`src/rtl/cap_strobe_pkg.sv`:
```
package cap_strobe_pkg;

  typedef enum logic [1:0] {
    XK_NONE   = 2'd0,
    XK_READ   = 2'd1,
    XK_WRITE  = 2'd2,
    XK_VECTOR = 2'd3
  } xfer_kind_t;

  // bit positions inside the synchronized control bank
  localparam int CTL_W    = 7;
  localparam int CI_SYNC  = 0;
  localparam int CI_RPLY  = 1;
  localparam int CI_DIN   = 2;
  localparam int CI_DOUT  = 3;
  localparam int CI_REF   = 4;
  localparam int CI_SACK  = 5;
  localparam int CI_IAK   = 6;

  // sort a reply edge by the handshake levels seen with it
  function automatic xfer_kind_t classify(input logic sync, input logic din,
                                          input logic dout, input logic iak);
    xfer_kind_t k;
    if (dout)                    k = XK_WRITE;
    else if (din && sync)        k = XK_READ;
    else if (din && iak && !sync) k = XK_VECTOR;
    else                         k = XK_NONE;
    return k;
  endfunction

  function automatic logic kind_allowed(input xfer_kind_t k, input logic dma_like,
                                        input logic en_rd, input logic en_wr,
                                        input logic en_vec, input logic en_dma);
    logic base;
    case (k)
      XK_READ:   base = en_rd;
      XK_WRITE:  base = en_wr;
      XK_VECTOR: base = en_vec;
      default:   base = 1'b0;
    endcase
    return base && (!dma_like || en_dma);
  endfunction

  function automatic logic kind_delayed(input xfer_kind_t k);
    return (k == XK_READ) || (k == XK_VECTOR);
  endfunction

endpackage

```
`src/rtl/cap_sync.sv`:
```
module cap_sync #(
  parameter int W = 1
) (
  input  logic         clk,
  input  logic         rst_n,
  input  logic [W-1:0] d_in,
  output logic [W-1:0] q
);
  for (genvar i = 0; i < W; i++) begin : g_bit
    logic s1, s2;
    always_ff @(posedge clk or negedge rst_n) begin
      if (!rst_n) begin
        s1 <= 1'b0;
        s2 <= 1'b0;
      end else begin
        s1 <= d_in[i];
        s2 <= s1;
      end
    end
    assign q[i] = s2;
  end
endmodule

```
`src/rtl/cap_qual.sv`:
```
module cap_qual
  import cap_strobe_pkg::*;
(
  input  logic rply_rise,
  input  logic sync_s,
  input  logic din_s,
  input  logic dout_s,
  input  logic iak_s,
  input  logic sack_s,
  input  logic ref_s,
  input  logic en_read,
  input  logic en_write,
  input  logic en_vector,
  input  logic en_dma,
  output logic fire_now,
  output logic arm_delay
);
  xfer_kind_t kind;
  logic       allowed;

  always_comb begin
    kind      = classify(sync_s, din_s, dout_s, iak_s);
    allowed   = rply_rise &&
                kind_allowed(kind, sack_s || ref_s, en_read, en_write, en_vector, en_dma);
    fire_now  = allowed && !kind_delayed(kind);
    arm_delay = allowed && kind_delayed(kind);
  end
endmodule

```
`src/rtl/cap_delay_strobe.sv`:
```
module cap_delay_strobe #(
  parameter int DELAY_CYCLES = 25
) (
  input  logic clk,
  input  logic rst_n,
  input  logic fire_now,
  input  logic arm_delay,
  output logic strobe,
  output logic pending,
  output logic expire
);
  localparam int          CW     = (DELAY_CYCLES < 2) ? 1 : $clog2(DELAY_CYCLES + 1);
  localparam logic [CW-1:0] RELOAD = CW'(DELAY_CYCLES - 1);

  logic [CW-1:0] cnt;

  assign expire = pending && (cnt == '0);

  always_ff @(posedge clk or negedge rst_n) begin
    if (!rst_n) begin
      strobe  <= 1'b0;
      pending <= 1'b0;
      cnt     <= '0;
    end else begin
      strobe <= fire_now || expire;
      if (arm_delay) begin
        pending <= 1'b1;
        cnt     <= RELOAD;
      end else if (expire) begin
        pending <= 1'b0;
      end else if (pending) begin
        cnt <= cnt - 1'b1;
      end
    end
  end
endmodule

```
`src/rtl/cap_strobe_top.sv`:
```
module cap_strobe_top
  import cap_strobe_pkg::*;
#(
  parameter int AW           = 18,
  parameter int DELAY_CYCLES = 25,
  parameter int FLAG_BIT     = 15
) (
  input  logic          clk,
  input  logic          rst_n,
  input  logic [AW-1:0] bus_ad_n,
  input  logic          bus_sync_n,
  input  logic          bus_din_n,
  input  logic          bus_dout_n,
  input  logic          bus_rply_n,
  input  logic          bus_iak_n,
  input  logic          bus_sack_n,
  input  logic          bus_ref_n,
  input  logic          en_read,
  input  logic          en_write,
  input  logic          en_vector,
  input  logic          en_dma,
  input  logic          rw_flag_sel,
  output logic          cap_strobe,
  output logic [AW-1:0] cap_addr,
  output logic [AW-1:0] cap_data
);
  // put the read/write flag in place of one address bit
  function automatic logic [AW-1:0] apply_flag(input logic [AW-1:0] a,
                                               input logic wr, input logic sel);
    logic [AW-1:0] r;
    r = a;
    if (sel) r[FLAG_BIT] = wr;
    return r;
  endfunction

  logic [CTL_W-1:0] ctl_in, ctl_s;
  logic [AW-1:0]    ad_s;

  always_comb begin
    ctl_in          = '0;
    ctl_in[CI_SYNC] = ~bus_sync_n;
    ctl_in[CI_RPLY] = ~bus_rply_n;
    ctl_in[CI_DIN]  = ~bus_din_n;
    ctl_in[CI_DOUT] = ~bus_dout_n;
    ctl_in[CI_REF]  = ~bus_ref_n;
    ctl_in[CI_SACK] = ~bus_sack_n;
    ctl_in[CI_IAK]  = ~bus_iak_n;
  end

  cap_sync #(.W(CTL_W)) u_ctl_sync (.clk(clk), .rst_n(rst_n), .d_in(ctl_in), .q(ctl_s));
  cap_sync #(.W(AW))    u_ad_sync  (.clk(clk), .rst_n(rst_n), .d_in(~bus_ad_n), .q(ad_s));

  logic sync_prev, rply_prev;
  logic sync_rise, rply_rise;

  always_ff @(posedge clk or negedge rst_n) begin
    if (!rst_n) begin
      sync_prev <= 1'b0;
      rply_prev <= 1'b0;
    end else begin
      sync_prev <= ctl_s[CI_SYNC];
      rply_prev <= ctl_s[CI_RPLY];
    end
  end

  assign sync_rise = ctl_s[CI_SYNC] && !sync_prev;
  assign rply_rise = ctl_s[CI_RPLY] && !rply_prev;

  logic fire_now, arm_delay, rd_pending, expire;

  cap_qual u_qual (
    .rply_rise (rply_rise),
    .sync_s    (ctl_s[CI_SYNC]),
    .din_s     (ctl_s[CI_DIN]),
    .dout_s    (ctl_s[CI_DOUT]),
    .iak_s     (ctl_s[CI_IAK]),
    .sack_s    (ctl_s[CI_SACK]),
    .ref_s     (ctl_s[CI_REF]),
    .en_read   (en_read),
    .en_write  (en_write),
    .en_vector (en_vector),
    .en_dma    (en_dma),
    .fire_now  (fire_now),
    .arm_delay (arm_delay)
  );

  cap_delay_strobe #(.DELAY_CYCLES(DELAY_CYCLES)) u_delay (
    .clk       (clk),
    .rst_n     (rst_n),
    .fire_now  (fire_now),
    .arm_delay (arm_delay),
    .strobe    (cap_strobe),
    .pending   (rd_pending),
    .expire    (expire)
  );

  logic [AW-1:0] addr_lat, cap_addr_q, cap_data_q;
  logic          cap_wr_q;
  logic          take;

  assign take = fire_now || arm_delay;

  always_ff @(posedge clk or negedge rst_n) begin
    if (!rst_n) begin
      addr_lat   <= '0;
      cap_addr_q <= '0;
      cap_data_q <= '0;
      cap_wr_q   <= 1'b0;
    end else begin
      if (sync_rise) addr_lat <= ad_s;
      if (take) begin
        cap_addr_q <= addr_lat;
        cap_data_q <= ad_s;
        cap_wr_q   <= ctl_s[CI_DOUT];
      end
    end
  end

  assign cap_addr = apply_flag(cap_addr_q, cap_wr_q, rw_flag_sel);
  assign cap_data = cap_data_q;
endmodule

```
`config.mk`:
```
export PLATFORM = sky130hd
export DESIGN_NAME = cap_strobe_top
export DESIGN_NICKNAME = d
export VERILOG_FILES = /design/src/rtl/cap_strobe_pkg.sv /design/src/rtl/cap_sync.sv /design/src/rtl/cap_qual.sv /design/src/rtl/cap_delay_strobe.sv /design/src/rtl/cap_strobe_top.sv
export SDC_FILE = /design/constraint.sdc
export NUM_CORES = 1
export LEC_CHECK = 0
export ABC_AREA = 1
export CORE_ASPECT_RATIO = 1.25
export CORE_UTILIZATION = 47
export DETAILED_ROUTE_END_ITERATION = 6
export PLACE_DENSITY = 0.74
export SETUP_SLACK_MARGIN = 0.02
export SYNTH_ARGS = -nofsm -noshare
export SYNTH_HDL_FRONTEND = slang
export SYNTH_SLANG_ARGS = --single-unit
```
`constraint.sdc`:
```
create_clock -name clk -period 1.3 [get_ports clk]
set_clock_uncertainty 0.05 [all_clocks]
set_input_delay 0.26 -clock clk [delete_from_list [all_inputs] [get_ports clk]]
set_output_delay 0.26 -clock clk [all_outputs]
set_load 0.02 [all_outputs]
```
* Word-level counts from Yosys, hierarchy flattened
Index checks and enable logic that the tools add are counted.
** Storage, ports and cells
- Register bits :: 114
- Word-level logic and storage cells :: 106
** Cells by class
- Add/subtract/negate cells :: 1
- Equality and inequality tests :: 4
- Mux-type cells :: 10
- Bitwise operators :: 8
- Reductions and logical operators :: 24
** Operator list (number)
- $not A18 Y18 :: 1
- $mux W5 :: 3
- $logic_and A1 B1 Y1 :: 10
- $not A1 Y1 :: 7
- $mux W2 :: 3
- $logic_not A1 Y1 :: 5
- $logic_not A5 Y1 :: 1
- $logic_or A1 B1 Y1 :: 5
- $sub A5 B1 Y5 const B :: 1
- $eq A2 B2 Y1 const B :: 2
- $reduce_bool A2 Y1 :: 2
- $mux W1 :: 3
- $pmux W1 S3 :: 1
- $eq A2 B1 Y1 const B :: 1
- $ne A2 B2 Y1 const B :: 1
- $reduce_and A2 Y1 :: 1

* Depth between registers and ports, before layout
Gate-level depths: netlist (run 1).
- Depth after elaboration :: 12
- Gate-level depth with buffers :: 9
- Depth with buffers taken out :: 8

* By module
Synthesis (run 1) repeated with hierarchy kept, for this count alone.
** Second synthesis, totals
- Cells, all modules :: 428
- Area, all modules :: 4415.5 um^2
** By module, submodules not included
- cap_strobe_top :: times used 1, cells an instance 287, area each 2523.7 um^2, sequential area each 1426.4 um^2
- cap_sync at u_ad_sync :: times used 1, cells an instance 54, area each 1036.0 um^2, sequential area each 900.9 um^2
- cap_sync at u_ctl_sync :: times used 1, cells an instance 21, area each 402.9 um^2, sequential area each 350.3 um^2
- cap_delay_strobe :: times used 1, cells an instance 43, area each 356.6 um^2, sequential area each 175.2 um^2
- cap_qual :: times used 1, cells an instance 23, area each 96.3 um^2, sequential area each 0.0 um^2

* Worst setup path before layout (run 1)
OpenSTA, ideal clock, no wires.
- Path kind :: flip-flop to flip-flop
- Start point :: register u_ctl_sync.g_bit[0].s2
- End point :: register addr_lat[10]
- Data arrival time :: 1.196 ns
- Setup slack :: -0.071 ns
- Cell stages (with the launch flop) :: 6
- Path through :: dfrtp_1 > inv_2 > or2_1 > buf_6 > buf_12 > mux2_4
** Between the ends
- Cells in the longest elaborated chain, start to end :: 1
** Ends and longest elaborated chain
- start, declared :: line cap_sync.sv:10 : logic s1, s2;
- start signal, assigned :: line cap_sync.sv:14 : s2 <= 1'b0;
- start signal, assigned :: line cap_sync.sv:17 : s2 <= s1;
- $logic_and A1 B1 Y1 :: line cap_strobe_top.sv:66 : assign sync_rise = ctl_s[CI_SYNC] && !sync_prev;
- end signal, assigned :: line cap_strobe_top.sv:110 : if (sync_rise) addr_lat <= ad_s;
- end, declared :: line cap_strobe_top.sv:97 : logic [AW-1:0] addr_lat, cap_addr_q, cap_data_q;
No other way between the ends.
A chain may end at the register's enable or synchronous reset.

* Final worst setup path (run 1)
- Start point :: register u_ctl_sync.g_bit[0].s2
- End point :: register cap_data_q[9], in the netlist cap_data[9]
** Between the ends
- Cells in the longest elaborated chain, start to end :: 11
** Ends and longest elaborated chain
- $logic_not A1 Y1 :: line cap_strobe_pkg.sv:26 : else if (din && iak && !sync) k = XK_VECTOR;
- $logic_and A1 B1 Y1 :: line cap_strobe_pkg.sv:26
- $mux W2 :: line cap_strobe_pkg.sv:26
- $mux W2 * :: line cap_strobe_pkg.sv:25 : else if (din && sync) k = XK_READ;
- $mux W2 * :: line cap_strobe_pkg.sv:24 : if (dout) k = XK_WRITE;
- $eq A2 B2 Y1, or another cell as far along :: line cap_strobe_pkg.sv:35, cap_strobe_pkg.sv:45
- $pmux W1 S3 :: line cap_strobe_pkg.sv:35 : case (k)
- $logic_and A1 B1 Y1 :: line cap_strobe_pkg.sv:41 : return base && (!dma_like || en_dma);
- $logic_and A1 B1 Y1 :: line cap_qual.sv:23 : allowed = rply_rise &&
- $logic_and A1 B1 Y1, on equally long branches :: line cap_qual.sv:25, cap_qual.sv:26
- $logic_or A1 B1 Y1 * :: line cap_strobe_top.sv:101 : assign take = fire_now || arm_delay;
- end signal, assigned :: line cap_strobe_top.sv:113 : cap_data_q <= ad_s;
- end, declared :: line cap_strobe_top.sv:97
Every way passes the cells marked *; elsewhere a longest branch is shown, timed or not.

==> results by group, run 1 <==
Logic synthesis
  • Yosys reg bits: 114
  • Mapped Nets: 395
  • Synth Flop Type: dfrtp_1
  • Synth Cell Area: 4220 sq um
  • Post-synthesis area per instance: 11.7 sq um
  • Ys Warns: 0
  • Sequential-to-total area share from yosys stat: 67.6%
  • Yosys cell types: 25
  • Synth Instances: 361
  • Asr flop ratio synth: 100%
  • Number of synthesized flops with an enable pin: 0

Timing
  • Setup violations, final: 98
  • Final Hold Violating Endpoints: 0
  • Final hold slack: 0.131 ns
  • Actual slew at the worst max-slew pin: 0.306 ns
  • Tmin final: 1.72 ns
  • Slew Viols, Final: 0
  • Max transition margin: 79.6%
  • Final period utilization: 132%
  • RSZ-0062 raised after global routing: yes
  • Achievable frequency: 582 MHz
  • Setup WS post-layout: -0.419 ns

Placement
  • Dpl hpwl: 4670 um
  • PortBufs: 68
  • Dpl cell area: 4970 sq um
  • GPL Wtd Cong: 0.806
  • Setup WS pre-CTS: -0.590 ns

Final layout
  • Commonest cells after routing, fill and taps aside: dfrtp_1 (114), nand2_2 (45), buf_6 (42)
  • Fillers: 426
  • Nets: 530
  • Final instance area: 6860 sq um
  • Area grow syn2layout: 62.6%
  • Share of layout cells above drive strength 1: 50.2%
  • Antenna diodes: 0
  • Commonest non-fill, non-tap cell in the layout: dfrtp_1

Clock network
  • CTS tree: built
  • Clk_lat worst skew: 0.52 ns
  • Root buffer cell: clkbuf_8
  • CTS H-tree lvls: 4
  • Deepest clock path buffer count: 2
  • Clk sinks: 114
  • CTS buffer count: 17
  • Reg clk slew, reported paths: 0.05 ns

GRT
  • GRT overflow: 0
  • Vias in the first global route: 3,257
  • Initial antenna violation count: 0
  • GRT Util Overall: 25.1%
  • Global-route wire length before repair: 16,700 um
  • Largest net degree at the start of global routing: 50

Run status
  • Violated checks: negative setup slack
  • Status: finished, violations left

Floorplanning
  • Top-Level Pins: 69
  • Starting Density: 48.5%
  • Row Count: 38
  • Die H: 108 um
  • Width of the die: 86.8 um
  • Core Area: 8700 sq um
  • Die area: 9360 sq um

Route
  • Iter 0 DRT Violations: 186
  • # DRC: 0
  • WL per Instance: 20.3 um
  • Total number of vias: 3,258
  • Final ANT Viol Nets: 0
  • Routed wire length: 12,700 um
  • Via density: 5.19
  • Initial DRT Pass Iterations: 4

Critical path
  • Kind of cell adding the most delay to the critical path: simple AND/OR/NAND/NOR gates
  • Setup CP Type: reg2reg
  • Buf/Inv on CP: 3
  • CP max stage cell: dfrtp_1
  • Critical path's most frequent cell: buf_8
  • CP required: 1.63 ns
  • Worst path cell trace: inv_2 > nand3_4 > nand2_4 > nor2_4 > nor2_8 > buf_8 > buf_8 > nand2_8 > nand2_2 > nand2_1
  • Flop-to-flop setup slack: -0.42 ns
  • Endpoint class of the critical path: register
  • Crit-path max FO: 5
  • Delay of the slowest critical-path stage: 0.44 ns
  • CP startpoint kind: register
  • Arrival @ worst endpoint: 2.05 ns

Flow run
  • Maxcap violations: 0

Min path
  • HP Class: in2async

Pwr
  • Static leakage: 0.00327 uW
  • Total power: 12,900 uW
  • Cell Pwr Density: 1880 nW/um^2
  • Peak supply drop: 1.33 mV
==> final timing paths <==
kind | depth (start not counted) | from | endpoint
max | 10 | u_ctl_sync.g_bit[0].s2 | cap_data[9]
min in group clk | 2 | bus_ref_n | u_ctl_sync.g_bit[4].s1
min reg2reg | 0 | u_ad_sync.g_bit[13].s1 | u_ad_sync.g_bit[13].s2
min | 2 | rst_n | u_delay.cnt[0]
max in group asynchronous | 3 | rst_n | cap_addr_q[10]
max reg2reg | 10 | u_ctl_sync.g_bit[0].s2 | cap_data[9]
==> cell families (layout without fill, tap and decap cells) <==
family	count (synthesis)	count (layout)	synth area share, %
multiplexers	19	19	5.96
adder cells (fa/ha/maj)	2	2	0.593
XOR/XNOR	1	1	0.208
buffers and inverters	66	205	8.83
AND/OR/NAND/NOR	151	159	15.9
flip-flops	114	114	67.6
AO/OA/AOI/OAI	8	8	0.949
==> registers in the layout, summed over array words and instances (netlist names) <==
| register | flops |
|---|---|
| rply_prev | 1 |
| u_ad_sync.g_bit.s1 | 18 |
| u_delay.cnt | 5 |
| u_delay.strobe | 1 |
| u_ctl_sync.g_bit.s1 | 7 |
| u_delay.pending | 1 |
| cap_wr_q | 1 |
| sync_prev | 1 |
| cap_addr_q | 18 |
| u_ad_sync.g_bit.s2 | 18 |
| cap_data | 18 |
| addr_lat | 18 |
| u_ctl_sync.g_bit.s2 | 7 |
==> layout make-up <==
type | instances | area [sq um] | share of cell area, %
Sequential cell | 114 | 2850 | 41.6
Timing Repair Buffer | 136 | 1570 | 22.9
Clock buffer | 22 | 453 | 6.60
Clock inverter | 9 | 155 | 2.26
Tap cell | 120 | 150 | 2.19
Multi-Input combinational cell | 189 | 1540 | 22.4
Inverter | 38 | 143 | 2.08
==> report_power, final <==
| group | leakage, uW | switching, uW | internal, uW |
|---|---|---|---|
| Sequential | 0.00137 | 508 | 4150 |
| Clock | 0.000283 | 1610 | 3200 |
| Combinational | 0.00162 | 1670 | 1790 |
==> synthesized netlist by cell type, types with 2 or more instances <==
library cell / n / share of area (%)
mux2_4: 10 / 3.6
o21ai_0: 6 / 0.71
buf_2: 3 / 0.36
nand3_1: 46 / 5.5
buf_6: 4 / 1.1
buf_4: 20 / 3.6
dfrtp_1: 114 / 68
inv_2: 2 / 0.18
ha_1: 2 / 0.59
inv_1: 35 / 3.1
nand2_1: 88 / 7.8
mux2_2: 9 / 2.4
nor2_1: 10 / 0.89
==> metrics by stage <==
step | cells | TNS, ns | utilization [%]
floorplan | 361 | -2.10 | -
detailed placement | 534 | -22.93 | 57.1
CTS | 604 | -13.40 | 74.1
finish | 628 | -20.57 | 78.9
global route | 628 | -24.26 | 78.9
global placement | 534 | -21.11 | 57.1
==> routing by layer <==
layer  vias up  global-route usage (%)  routed length [um]
met2       150                    44.0                6900
met1      1657                    27.3                4560
met3        44                    6.79                 670
met4         0                    14.4                 588
li1       1407                       -                   -
met5         -                       0                   0
==> repair_timing <==
item	CTS	global route
buffers inserted	25	24
endpoints found under the setup margin	97	99
pin swaps	20	22
gates cloned	14	2
endpoints found under the hold margin	114	0
gates resized for setup	314	53
hold buffers	1	0
(Power assumes the default switching activity.)
==> inputs of run 2 (changes only) <==
--- a/config.mk
+++ b/config.mk
@@ -6,11 +6,13 @@
 export NUM_CORES = 1
 export LEC_CHECK = 0
 export ABC_AREA = 1
-export CORE_ASPECT_RATIO = 1.25
-export CORE_UTILIZATION = 47
+export CORE_ASPECT_RATIO = 1.4
+export CORE_UTILIZATION = 56
 export DETAILED_ROUTE_END_ITERATION = 6
+export DONT_BUFFER_PORTS = 1
 export PLACE_DENSITY = 0.74
 export SETUP_SLACK_MARGIN = 0.02
 export SYNTH_ARGS = -nofsm -noshare
 export SYNTH_HDL_FRONTEND = slang
+export SYNTH_HIERARCHICAL = 1
 export SYNTH_SLANG_ARGS = --single-unit
==> results by group, run 2 <==
Clock network
  • Deepest clock path buffer count: 2 (unchanged)
  • Root buffer cell: clkbuf_8 (unchanged)
  • Clk sinks: 114 (unchanged)
  • Post-CTS Hold Fix Bufs: 25 (was 1)
  • CTS buffer count: 17 (unchanged)
  • Reg clk slew, reported paths: 0.05 ns (about the same)
  • CTS tree: built (unchanged)
  • Clk_lat worst skew: 0.51 ns (was 0.52 ns)
  • CTS H-tree lvls: 4 (unchanged)

Final layout
  • Commonest non-fill, non-tap cell in the layout: nand2_1 (was dfrtp_1)
  • Commonest cells after routing, fill and taps aside: nand2_1 (98), dfrtp_1 (78), inv_1 (39) (was dfrtp_1 (114), nand2_2 (45), buf_6 (42))
  • Antenna diodes: 0 (unchanged)
  • Area grow syn2layout: 21.7% (was 62.6%)
  • Share of layout cells above drive strength 1: 29.1% (was 50.2%)
  • Fillers: 497 (was 426)
  • Multi-input combinational cell area: 1150 sq um (was 1540 sq um)
  • Final core utilization: 71.7% (was 78.9%)
  • FF/Latch Area: 2900 sq um (was 2850 sq um)
  • Nets: 469 (was 530)
  • Final instance area: 5380 sq um (was 6860 sq um)

Timing
  • Final hold slack: -0.605 ns (was 0.131 ns)
  • Achievable frequency: 588 MHz (was 582 MHz)
  • Setup violations, final: 46 (was 98)
  • RSZ-0062 raised after global routing: yes (unchanged)
  • Setup WS post-layout: -0.399 ns (was -0.419 ns)
  • Slew Viols, Final: 0 (unchanged)
  • Final Hold Violating Endpoints: 114 (was 0)
  • Tmin final: 1.70 ns (was 1.72 ns)
  • Actual slew at the worst max-slew pin: 0.298 ns (was 0.306 ns)
  • Max transition margin: 80.1% (was 79.6%)
  • Final period utilization: 131% (was 132%)
  • Setup TNS: -15.05 ns (was -20.57 ns)

Logic synthesis
  • Synth top cells by count: nand2_1 (126), dfrtp_1 (114), buf_4 (44), inv_1 (40), o21ai_0 (25) (was dfrtp_1 (114), nand2_1 (88), nand3_1 (46), inv_1 (35), buf_4 (20))
  • Post-synthesis area per instance: 10.3 sq um (was 11.7 sq um)
  • Synth Instances: 428 (was 361)
  • Post-synth top area share: 64.6% (was 67.6%)
  • Count leader, synth: nand2_1 (was dfrtp_1)
  • Yosys reg bits: 114 (unchanged)
  • Number of synthesized flops with an enable pin: 0 (unchanged)
  • Mapped Nets: 461 (was 395)
  • Yosys cell types: 22 (was 25)
  • Synth Flop Type: dfrtp_1 (unchanged)
  • Sequential-to-total area share from yosys stat: 64.6% (was 67.6%)
  • Area leader, netlist: dfrtp_1 (unchanged)
  • Asr flop ratio synth: 100% (unchanged)
  • Synth Cell Area: 4420 sq um (was 4220 sq um)
  • Ys Warns: 6 (was 0)
  • Area contributors post-synth: dfrtp_1 (65%), nand2_1 (11%), buf_4 (7.5%) (was dfrtp_1 (68%), nand2_1 (7.8%), nand3_1 (5.5%))

Run status
  • Status: finished, violations left (unchanged)
  • Violated checks: negative hold slack, negative setup slack (was negative setup slack)

Floorplanning
  • Starting Density: 58.9% (was 48.5%)
  • Row Count: 37 (was 38)
  • Top-Level Pins: 69 (unchanged)
  • Die area: 8250 sq um (was 9360 sq um)
  • Core Area: 7500 sq um (was 8700 sq um)
  • Width of the die: 77.0 um (was 86.8 um)
  • Die H: 107 um (was 108 um)

Critical path
  • Arrival @ worst endpoint: 2.04 ns (was 2.05 ns)
  • Setup CP Type: reg2reg (unchanged)
  • Crit-path max FO: 36 (was 5)
  • Critical path startpoint: u_ctl_sync/g_bit[6].s2 (was u_ctl_sync.g_bit[0].s2)
  • RR Startpoint: u_ctl_sync/g_bit[6].s2 (was u_ctl_sync.g_bit[0].s2)
  • Endpoint class of the critical path: register (unchanged)
  • CP startpoint kind: register (unchanged)
  • CP required: 1.64 ns (was 1.63 ns)

Placement
  • PortBufs: 0 (was 68)
  • GPL Wtd Cong: 0.781 (was 0.806)
  • Dpl hpwl: 4610 um (was 4670 um)
  • Dpl cell area: 4200 sq um (was 4970 sq um)

GRT
  • Vias in the first global route: 2,828 (was 3,257)
  • Global-route wire length before repair: 13,500 um (was 16,700 um)
  • Largest net degree at the start of global routing: 115 (was 50)
  • GRT overflow: 0 (unchanged)
  • GRT Util Overall: 22.3% (was 25.1%)
  • Initial antenna violation count: 0 (unchanged)

Min path
  • HP Class: in2async (unchanged)

Flow run
  • Maxcap violations: 0 (unchanged)

Pwr
  • Cell Pwr Density: 1940 nW/um^2 (was 1880 nW/um^2)
  • Peak supply drop: 1.17 mV (was 1.33 mV)
  • Static leakage: 0.00268 uW (was 0.00327 uW)

Route
  • Routed wire length: 8270 um (was 12,700 um)
  • Final ANT Viol Nets: 0 (unchanged)
  • Via density: 5.02 (was 5.19)
  • WL per Instance: 15.2 um (was 20.3 um)
  • # DRC: 0 (unchanged)
  • Total number of vias: 2,732 (was 3,258)
  • Iter 0 DRT Violations: 221 (was 186)
  • Initial DRT Pass Iterations: 4 (unchanged)
==> run 2: cell families after synthesis <==
group                    count (synthesis)  synth area share [%]
AO/OA/AOI/OAI                           42                  4.93
adder cells (fa/ha/maj)                  1                 0.283
buffers and inverters                   98                  13.7
flip-flops                             114                  64.6
AND/OR/NAND/NOR                        173                  16.5
==> run 2: worst max-delay path, cell delays in order, from the launching register on <==
cell and delay, ns:
dfrtp_1 0.39, nor2_1 0.12, nor2_1 0.07, nor2_1 0.14, nor2_2 0.05, nand2_2 0.12, nor2_4 0.07, buf_4 0.14
buf_12 0.17, o21ai_0 0.17, nand2_1 0.08
==> run 2: report_power, final <==
| part | leakage [uW] | internal [uW] | switching, uW | total, uW |
|---|---|---|---|---|
| Sequential | 0.00134 | 4210 | 909 | 5120 |
| Combinational | 0.00108 | 554 | 610 | 1160 |
| Clock | 0.000264 | 2700 | 1440 | 4140 |
| Total | 0.00268 | 7460 | 2960 | 10400 |
==> run 2: path summary, 6_finish.rpt <==
path	to	slack, ns	cells past startpoint
max	cap_data[10]	-0.40	10
min	u_ctl_sync/g_bit[6].s1	-0.61	0
max reg2reg	cap_data[10]	-0.40	10
min reg2reg	u_ctl_sync/g_bit[0].s2	0.29	0
max in group asynchronous	cap_data[16]	1.66	0
min in group clk	cap_wr_q	0.23	6
==> run 2: what timing repair did <==
item	4_1_cts	5_1_grt
resized for setup	55	45
setup endpoints to repair	81	98
endpoints found under the hold margin	139	114
buffers inserted	9	3
pin swaps	9	3
gates cloned	2	1
==> run 2: stage by stage <==
stage | hold slack (ns) | worst slack [ns] | total power (uW) | std cells
after floorplan | -0.0856 | -0.286 | 5920 | 428
after global placement | -0.0818 | -0.331 | 5870 | 476
after detailed placement | -0.0815 | -0.386 | 5950 | 476
after CTS | -0.631 | -0.312 | 10300 | 541
after global routing | -0.638 | -0.490 | 10900 | 544
final | -0.605 | -0.399 | 10400 | 544
==> run 2: per-layer routing <==
metal  GRT usage, %  routed length [um]
met1           24.9                3160
met2           36.2                4250
met3           9.96                 637
met5              0                   0
met4           11.5                 231
==> run 2: cell type report <==
type                            count  share of cell area, %
Timing Repair Buffer               45                   9.64
Clock buffer                       25                   9.01
Clock inverter                      5                  0.978
Inverter                           41                   2.86
Sequential cell                   114                   53.9
Multi-Input combinational cell    217                   21.3
Tap cell                           97                   2.26
==> inputs of run 3 (changes only) <==
--- a/config.mk
+++ b/config.mk
@@ -10,6 +10,7 @@
 export CORE_UTILIZATION = 56
 export DETAILED_ROUTE_END_ITERATION = 6
 export DONT_BUFFER_PORTS = 1
+export GPL_ROUTABILITY_DRIVEN = 0
 export PLACE_DENSITY = 0.74
 export SETUP_SLACK_MARGIN = 0.02
 export SYNTH_ARGS = -nofsm -noshare
==> constraint.sdc (replaced) <==
create_clock -name clk -period 1.3 [get_ports clk]
set_clock_uncertainty 0.05 [all_clocks]
set_input_delay 0.325 -clock clk [delete_from_list [all_inputs] [get_ports clk]]
set_output_delay 0.325 -clock clk [all_outputs]
set_load 0.02 [all_outputs]
==> results of run 3 <==
The final DEF is identical to that of run 2. Status: finished, violations left: negative hold slack, negative setup slack.
Among the figures that moved: setup TNS -15.05 ns -> -16.72 ns; hold slack -0.605 ns -> -0.540 ns; number of setup violations in the final report 46 -> 81
